$ cat config.mk
export PLATFORM = sky130hd
export DESIGN_NAME = parity_predict_serial
export DESIGN_NICKNAME = d
export VERILOG_FILES = /design/src/rtl/apu_pkg.sv /design/src/rtl/apu_row_slice.sv /design/src/rtl/apu_ctrl.sv /design/src/rtl/apu_parity_sel.sv /design/src/rtl/parity_predict_serial.sv
export SDC_FILE = /design/constraint.sdc
export NUM_CORES = 2
export LEC_CHECK = 0
export ABC_AREA = 0
export BUFFER_PORTS_ARGS = -buffer_cell sky130_fd_sc_hd__buf_2
export CAP_MARGIN = 10
export CORE_UTILIZATION = 53
export CTS_BUF_LIST = sky130_fd_sc_hd__clkbuf_8
export DETAILED_ROUTE_END_ITERATION = 10
export PLACE_DENSITY_LB_ADDON = 0.1
export SETUP_SLACK_MARGIN = 0.05
export SKIP_CTS_REPAIR_TIMING = 1
export SLEW_MARGIN = 30
export SYNTH_ARGS = -nofsm -noshare
export SYNTH_HDL_FRONTEND = slang
export SYNTH_HIERARCHICAL = 1
export SYNTH_SLANG_ARGS = --single-unit
$ cat constraint.sdc
create_clock -name clk -period 7.5 [get_ports clk]
set_input_delay 1.5 -clock clk [delete_from_list [all_inputs] [get_ports clk]]
set_output_delay 1.5 -clock clk [all_outputs]
set_load 0.1 [all_outputs]
$ cat src/rtl/apu_pkg.sv
`timescale 1ns/1ps
package apu_pkg;
  localparam int LANES = 2;
  typedef enum logic {ST_COLLECT = 1'b0, ST_DRAIN = 1'b1} apu_state_e;
endpackage

$ cat src/rtl/apu_row_slice.sv
`timescale 1ns/1ps
module apu_row_slice
  import apu_pkg::*;
#(
  parameter int Z      = 24,
  parameter int RW     = 4,
  parameter int ROW_ID = 0
) (
  input  logic                clk,
  input  logic                rst_n,
  input  logic                take,
  input  logic                clr,
  input  logic [LANES-1:0]    lane_en,
  input  logic [LANES*RW-1:0] lane_row,
  input  logic [LANES*Z-1:0]  lane_data,
  input  logic [LANES-1:0]    lane_last,
  input  logic [Z-1:0]        chain_in,
  output logic [Z-1:0]        chain_out,
  output logic [Z-1:0]        pred_q,
  output logic                done_q,
  output logic                fin,
  output logic                dup
);
  localparam logic [RW-1:0] MY_ROW = RW'(ROW_ID);

  logic [Z-1:0] lam_q, add_w, lam_next;
  logic         last_hit;

  always_comb begin
    add_w    = '0;
    last_hit = 1'b0;
    for (int l = 0; l < LANES; l++) begin
      if (lane_en[l] && lane_row[l*RW +: RW] == MY_ROW) begin
        add_w = add_w ^ lane_data[l*Z +: Z];
        if (lane_last[l]) last_hit = 1'b1;
      end
    end
  end

  assign lam_next  = lam_q ^ add_w;
  assign fin       = take && last_hit && !done_q;
  assign dup       = take && last_hit && done_q;
  assign chain_out = fin ? (lam_next ^ chain_in) : pred_q;

  always_ff @(posedge clk or negedge rst_n) begin
    if (!rst_n) begin
      lam_q  <= '0;
      pred_q <= '0;
      done_q <= 1'b0;
    end else if (clr) begin
      lam_q  <= '0;
      pred_q <= '0;
      done_q <= 1'b0;
    end else if (take) begin
      lam_q <= lam_next;
      if (fin) begin
        pred_q <= chain_out;
        done_q <= 1'b1;
      end
    end
  end

  a_r3_pred_frozen: assert property (@(posedge clk) disable iff (!rst_n)
    (done_q && !clr) |=> (done_q && $stable(pred_q)));
endmodule

$ cat src/rtl/apu_ctrl.sv
`timescale 1ns/1ps
module apu_ctrl
  import apu_pkg::*;
#(
  parameter int MB = 12,
  parameter int RW = 4
) (
  input  logic          clk,
  input  logic          rst_n,
  input  logic          all_done_nxt,
  input  logic          out_ready,
  output logic          in_ready,
  output logic          out_valid,
  output logic          out_last,
  output logic [RW-1:0] beat_idx,
  output logic          clr
);
  localparam logic [RW-1:0] LAST_IDX = RW'(MB - 1);

  apu_state_e st_q;
  logic [RW-1:0] idx_q;
  logic fire;

  assign in_ready  = (st_q == ST_COLLECT);
  assign out_valid = (st_q == ST_DRAIN);
  assign out_last  = out_valid && (idx_q == LAST_IDX);
  assign beat_idx  = idx_q;
  assign fire      = out_valid && out_ready;
  assign clr       = fire && out_last;

  always_ff @(posedge clk or negedge rst_n) begin
    if (!rst_n) begin
      st_q  <= ST_COLLECT;
      idx_q <= '0;
    end else begin
      case (st_q)
        ST_COLLECT: begin
          idx_q <= '0;
          if (all_done_nxt) st_q <= ST_DRAIN;
        end
        ST_DRAIN: begin
          if (fire) begin
            if (out_last) begin
              st_q  <= ST_COLLECT;
              idx_q <= '0;
            end else begin
              idx_q <= idx_q + 1'b1;
            end
          end
        end
        default: st_q <= ST_COLLECT;
      endcase
    end
  end

  a_r1_ready_excl: assert property (@(posedge clk) disable iff (!rst_n)
    !(in_ready && out_valid));
  a_r9_back_to_collect: assert property (@(posedge clk) disable iff (!rst_n)
    (out_valid && out_ready && out_last) |=> (in_ready && !out_valid));
  a_r7_idx_range: assert property (@(posedge clk) disable iff (!rst_n)
    out_valid |-> (idx_q <= LAST_IDX));
endmodule

$ cat src/rtl/apu_parity_sel.sv
`timescale 1ns/1ps
module apu_parity_sel #(
  parameter int Z  = 24,
  parameter int MB = 12,
  parameter int RW = 4
) (
  input  logic [MB*Z-1:0] preds,
  input  logic [RW-1:0]   idx,
  output logic [Z-1:0]    data
);
  localparam int H = MB / 2;

  logic [Z-1:0] p0;
  assign p0 = preds[(H-1)*Z +: Z] ^ preds[H*Z +: Z];

  always_comb begin
    int k;
    k = int'(idx);
    if (k == 0)          data = p0;
    else if (k <= H)     data = preds[(k-1)*Z +: Z] ^ p0;
    else if (k < MB)     data = preds[k*Z +: Z] ^ p0;
    else                 data = '0;
  end
endmodule

$ cat src/rtl/parity_predict_serial.sv
`timescale 1ns/1ps
module parity_predict_serial
  import apu_pkg::*;
#(
  parameter int Z  = 24,
  parameter int MB = 12,
  parameter int RW = (MB > 1) ? $clog2(MB) : 1
) (
  input  logic                clk,
  input  logic                rst_n,
  input  logic                in_valid,
  output logic                in_ready,
  input  logic [LANES-1:0]    in_lane_en,
  input  logic [LANES*RW-1:0] in_row,
  input  logic [LANES*Z-1:0]  in_data,
  input  logic [LANES-1:0]    in_lane_last,
  output logic                out_valid,
  input  logic                out_ready,
  output logic [Z-1:0]        out_data,
  output logic                out_last,
  output logic                err_repeat
);
  localparam int H = MB / 2;

  logic          take, clr;
  logic [RW-1:0] beat_idx;
  logic [MB-1:0] fin, dup, done;
  logic [Z-1:0]  chain_out [MB];
  logic [Z-1:0]  chain_in  [MB];
  logic [MB*Z-1:0] preds;
  logic          err_q;

  assign take = in_valid && in_ready;

  generate
    for (genvar r = 0; r < MB; r++) begin : g_row
      if (r == 0 || r == MB - 1) begin : g_head
        assign chain_in[r] = '0;
      end else if (r < H) begin : g_top
        assign chain_in[r] = chain_out[r-1];
      end else begin : g_bot
        assign chain_in[r] = chain_out[r+1];
      end

      apu_row_slice #(.Z(Z), .RW(RW), .ROW_ID(r)) u_row (
        .clk       (clk),
        .rst_n     (rst_n),
        .take      (take),
        .clr       (clr),
        .lane_en   (in_lane_en),
        .lane_row  (in_row),
        .lane_data (in_data),
        .lane_last (in_lane_last),
        .chain_in  (chain_in[r]),
        .chain_out (chain_out[r]),
        .pred_q    (preds[r*Z +: Z]),
        .done_q    (done[r]),
        .fin       (fin[r]),
        .dup       (dup[r])
      );
    end
  endgenerate

  apu_ctrl #(.MB(MB), .RW(RW)) u_ctrl (
    .clk          (clk),
    .rst_n        (rst_n),
    .all_done_nxt (&(done | fin)),
    .out_ready    (out_ready),
    .in_ready     (in_ready),
    .out_valid    (out_valid),
    .out_last     (out_last),
    .beat_idx     (beat_idx),
    .clr          (clr)
  );

  apu_parity_sel #(.Z(Z), .MB(MB), .RW(RW)) u_sel (
    .preds (preds),
    .idx   (beat_idx),
    .data  (out_data)
  );

  always_ff @(posedge clk or negedge rst_n) begin
    if (!rst_n)     err_q <= 1'b0;
    else if (clr)   err_q <= 1'b0;
    else if (|dup)  err_q <= 1'b1;
  end
  assign err_repeat = err_q;

  a_r8_hold_beat: assert property (@(posedge clk) disable iff (!rst_n)
    (out_valid && !out_ready) |=> (out_valid && $stable(out_data) && $stable(out_last)));
  a_r10_err_sticky: assert property (@(posedge clk) disable iff (!rst_n)
    (err_repeat && !clr) |=> err_repeat);
  a_r10_err_cause: assert property (@(posedge clk) disable iff (!rst_n)
    $rose(err_repeat) |-> $past(in_valid && in_ready));
endmodule

==> qor.json <==
{
  "outcome": {"value": "finished clean"},
  "critical_setup_path_kind": {"value": "flip-flop to primary output"},
  "clk_transition_reported_paths": {"value": 60, "unit": "ps"},
  "hold_path_class": {"value": "flip-flop to flip-flop"},
  "globalRoute.totalOverflow": {"value": 0},
  "die_height": {"value": 327, "unit": "microns"},
  "start_kind": {"value": "flip-flop"},
  "grt_pass1_vias": {"value": 46600},
  "core.rowCount": {"value": 118},
  "regArea": {"value": 14900, "unit": "sq um"},
  "netlist_area": {"value": 55900, "unit": "sq um"},
  "sum_of_negative_setup_slack": {"value": 0, "unit": "ps"},
  "clock_insertion_delay_worst_skew": {"value": 860, "unit": "ps"},
  "synthesis.area_per_instance": {"value": 9.44, "unit": "sq um"},
  "multi_input_gate_area": {"value": 38700, "unit": "sq um"},
  "final.min_clock_period": {"value": 7390, "unit": "ps"},
  "grt_start_max_net_pins": {"value": 169},
  "final_antenna_net_count": {"value": 0},
  "cts_buffers": {"value": 117},
  "finalSetupViolations": {"value": 0},
  "dieArea": {"value": 107000, "unit": "sq um"},
  "floorplan.die.width": {"value": 327, "unit": "microns"},
  "flow.area_growth_from_synthesis": {"value": 8.11, "unit": "%"},
  "placeableCoreArea": {"value": 104000, "unit": "sq um"},
  "pwr_density_cell": {"value": 288, "unit": "nW/um^2"},
  "nNetsFinal": {"value": 5981},
  "arrival_time_of_the_worst_setup_path": {"value": 5890, "unit": "ps"},
  "top_level_ports": {"value": 92},
  "final_clock_period_utilization_by_the_worst_path": {"value": 98.6, "unit": "%"},
  "crit_path_end_kind": {"value": "primary output"},
  "skew": {"value": 57.0, "unit": "ps"},
  "vdd.ir_drop.worst": {"value": 0.000483, "unit": "V"},
  "most_common_cell_type_on_the_critical_path": {"value": "sky130_fd_sc_hd__ha_1"},
  "floorplan.initialDensity": {"value": 53.7, "unit": "%"},
  "post-route-drc-count": {"value": 0},
  "worst_slack": {"value": 106, "unit": "ps"},
  "cellLeakagePower": {"value": 24.5, "unit": "nW"},
  "cts.root.buffer_cell": {"value": "sky130_fd_sc_hd__clkbuf_8"},
  "worst_pin_slew": {"value": 1040, "unit": "ps"},
  "first_pass_grt_wire_length": {"value": 329000, "unit": "microns"},
  "ff2ff_setup_slack": {"value": 1650, "unit": "ps"},
  "clock_sinks": {"value": 594},
  "layout-drive-gt1-share": {"value": 22.7, "unit": "%"},
  "hold-path-cell-count": {"value": 2},
  "required_worst_endpoint": {"value": 6000, "unit": "ps"},
  "worst_path_largest_cell_delay": {"value": 520, "unit": "ps"},
  "final_max_slew_viol_count": {"value": 0},
  "numPortBuffers": {"value": 91},
  "detailroute.via_count": {"value": 49900},
  "setup_repair_after_global_routing_missed_its_margin": {"value": "no"},
  "maxClockFrequency": {"value": 0.135, "unit": "GHz"},
  "filler_cell_count": {"value": 9160},
  "grt_usage": {"value": 42.2, "unit": "%"},
  "detail_route.wl_per_cell": {"value": 30.7, "unit": "microns"},
  "crit_path_cell_trace": {"value": "inv_2 -> ha_1 -> or3b_1 -> inv_2 -> ha_1 -> ha_1 -> nor2_1 -> nor3b_1 -> or2_2 -> nand3_2 -> a211oi_1 -> or4_1 -> nand3b_1 -> buf_12"},
  "layout.core_utilization": {"value": 58.1, "unit": "%"},
  "critPathSlowestCell": {"value": "sky130_fd_sc_hd__or3b_1"},
  "clock_tree.buffer_depth": {"value": 3},
  "timing.final.hold_violations": {"value": 0},
  "placed_cells": {"value": 7159},
  "slew-limit-headroom": {"value": 30.8, "unit": "%"},
  "postSynthCellCount": {"value": 5927},
  "route.detailed.vias_per_inst": {"value": 6.75},
  "drt_wl_total": {"value": 227000, "unit": "microns"},
  "maxCapViolations": {"value": 0},
  "minimum_setup_slack_after_placement": {"value": 817, "unit": "ps"},
  "dp_hpwl": {"value": 159000, "unit": "microns"},
  "first_iter_violations": {"value": 6549},
  "gp_routability_congestion": {"value": 1.07},
  "layoutNonFillerInstCount": {"value": 7394},
  "antenna_violations_before_repair": {"value": 31},
  "crit_path_max_fanout": {"value": 14},
  "detail_route.first_pass.iterations": {"value": 8},
  "worst_r2r_path_depth": {"value": 29},
  "clock_tree_from_tritoncts": {"value": "done"},
  "htreeDepth": {"value": 3},
  "synth-warning-count": {"value": 6}
}
-- final timing paths --
| path | from | to |
|---|---|---|
| setup / recovery | u_ctrl/beat_idx[0]$_DFFE_PN0P_ | out_data[17] |
| hold / removal | g_row[3].u_row/done_q$_DFFE_PN0P_ | g_row[3].u_row/done_q$_DFFE_PN0P_ |
| setup reg to reg | u_ctrl/out_valid$_DFF_PN0_ | g_row[6].u_row/pred_q[3]$_DFFE_PN0P_ |
| hold reg to reg | g_row[3].u_row/done_q$_DFFE_PN0P_ | g_row[3].u_row/done_q$_DFFE_PN0P_ |
| max in group asynchronous | rst_n | g_row[10].u_row/lam_q[17]$_DFFE_PN0P_ |
| min in group asynchronous | rst_n | g_row[2].u_row/lam_q[8]$_DFFE_PN0P_ |
-- routing by layer --
metal  track usage, %  up-vias  wire length [microns]
met2             61.5     3266                  96800
li1                 -    21100                      -
met5                0        -                    161
met3             10.8      795                  26500
met4             29.6       24                  19300
met1             54.8    24700                  84500
-- critical path, delay by kind of cell, from the launching register on --
family / cells / cell delay, ps
adders and majority gates: 3 / 980
AOI/OAI and AO/OA: 1 / 490
DFF: 1 / 480
buffers and inverters: 3 / 640
and+or+nand+nor: 7 / 2460
-- cell usage in the layout, fill, tap and decap left out, types with 38 or more instances in the layout --
cell and instances:
sky130_fd_sc_hd__nor2_1 862, sky130_fd_sc_hd__dfrtp_1 591, sky130_fd_sc_hd__xnor2_1 451, sky130_fd_sc_hd__nand2_1 410
sky130_fd_sc_hd__a21oi_1 408, sky130_fd_sc_hd__nor3_1 292, sky130_fd_sc_hd__mux4_2 274, sky130_fd_sc_hd__xor2_1 242
sky130_fd_sc_hd__nand2b_1 183, sky130_fd_sc_hd__and3_1 181, sky130_fd_sc_hd__xnor3_1 180, sky130_fd_sc_hd__buf_4 175
sky130_fd_sc_hd__nor3_2 172, sky130_fd_sc_hd__a31o_2 172, sky130_fd_sc_hd__clkbuf_8 150, sky130_fd_sc_hd__o21ai_0 122
sky130_fd_sc_hd__nand3_1 116, sky130_fd_sc_hd__or3_1 113, sky130_fd_sc_hd__a211oi_2 89, sky130_fd_sc_hd__mux2i_1 81
sky130_fd_sc_hd__inv_1 73, sky130_fd_sc_hd__buf_2 66, sky130_fd_sc_hd__conb_1 48, sky130_fd_sc_hd__mux2_2 43
sky130_fd_sc_hd__buf_12 38
-- registers in the layout (all words and copies together) (netlist names) --
| signal | cells |
|---|---|
| u_ctrl/out_valid | 1 |
| u_ctrl/beat_idx | 4 |
| g_row.u_row/lam_q | 288 |
| g_row.u_row/pred_q | 288 |
| g_row.u_row/done_q | 12 |
| err_repeat | 1 |
-- through the flow --
| step | power, mW | area [sq um] | hold slack, ps |
|---|---|---|---|
| after global routing | 18.2 | 60400 | 586 |
| after floorplan | 11.1 | 56300 | 500 |
| after detailed placement | 13.7 | 57900 | 533 |
| final | 17.4 | 60500 | 556 |
| after global placement | 13.5 | 57900 | 525 |
| after CTS | 17.3 | 60300 | 550 |
-- power breakdown --
part / leakage (nW) / internal (mW) / switching, mW
Clock: 1.44 / 1.92 / 1.61
Sequential: 7.28 / 4.22 / 1.81
Combinational: 15.8 / 3.71 / 4.15
Total: 24.5 / 9.86 / 7.58
-- layout make-up --
type,count,share of cell area [%]
Sequential cell,594,24.6
Clock inverter,64,0.650
Multi-Input combinational cell,4867,64.0
Timing Repair Buffer,286,4.18
Antenna cell,14,0.0579
Inverter,39,0.242
Tap cell,1380,2.86
Clock buffer,150,3.41
(Power assumes the default switching activity.)
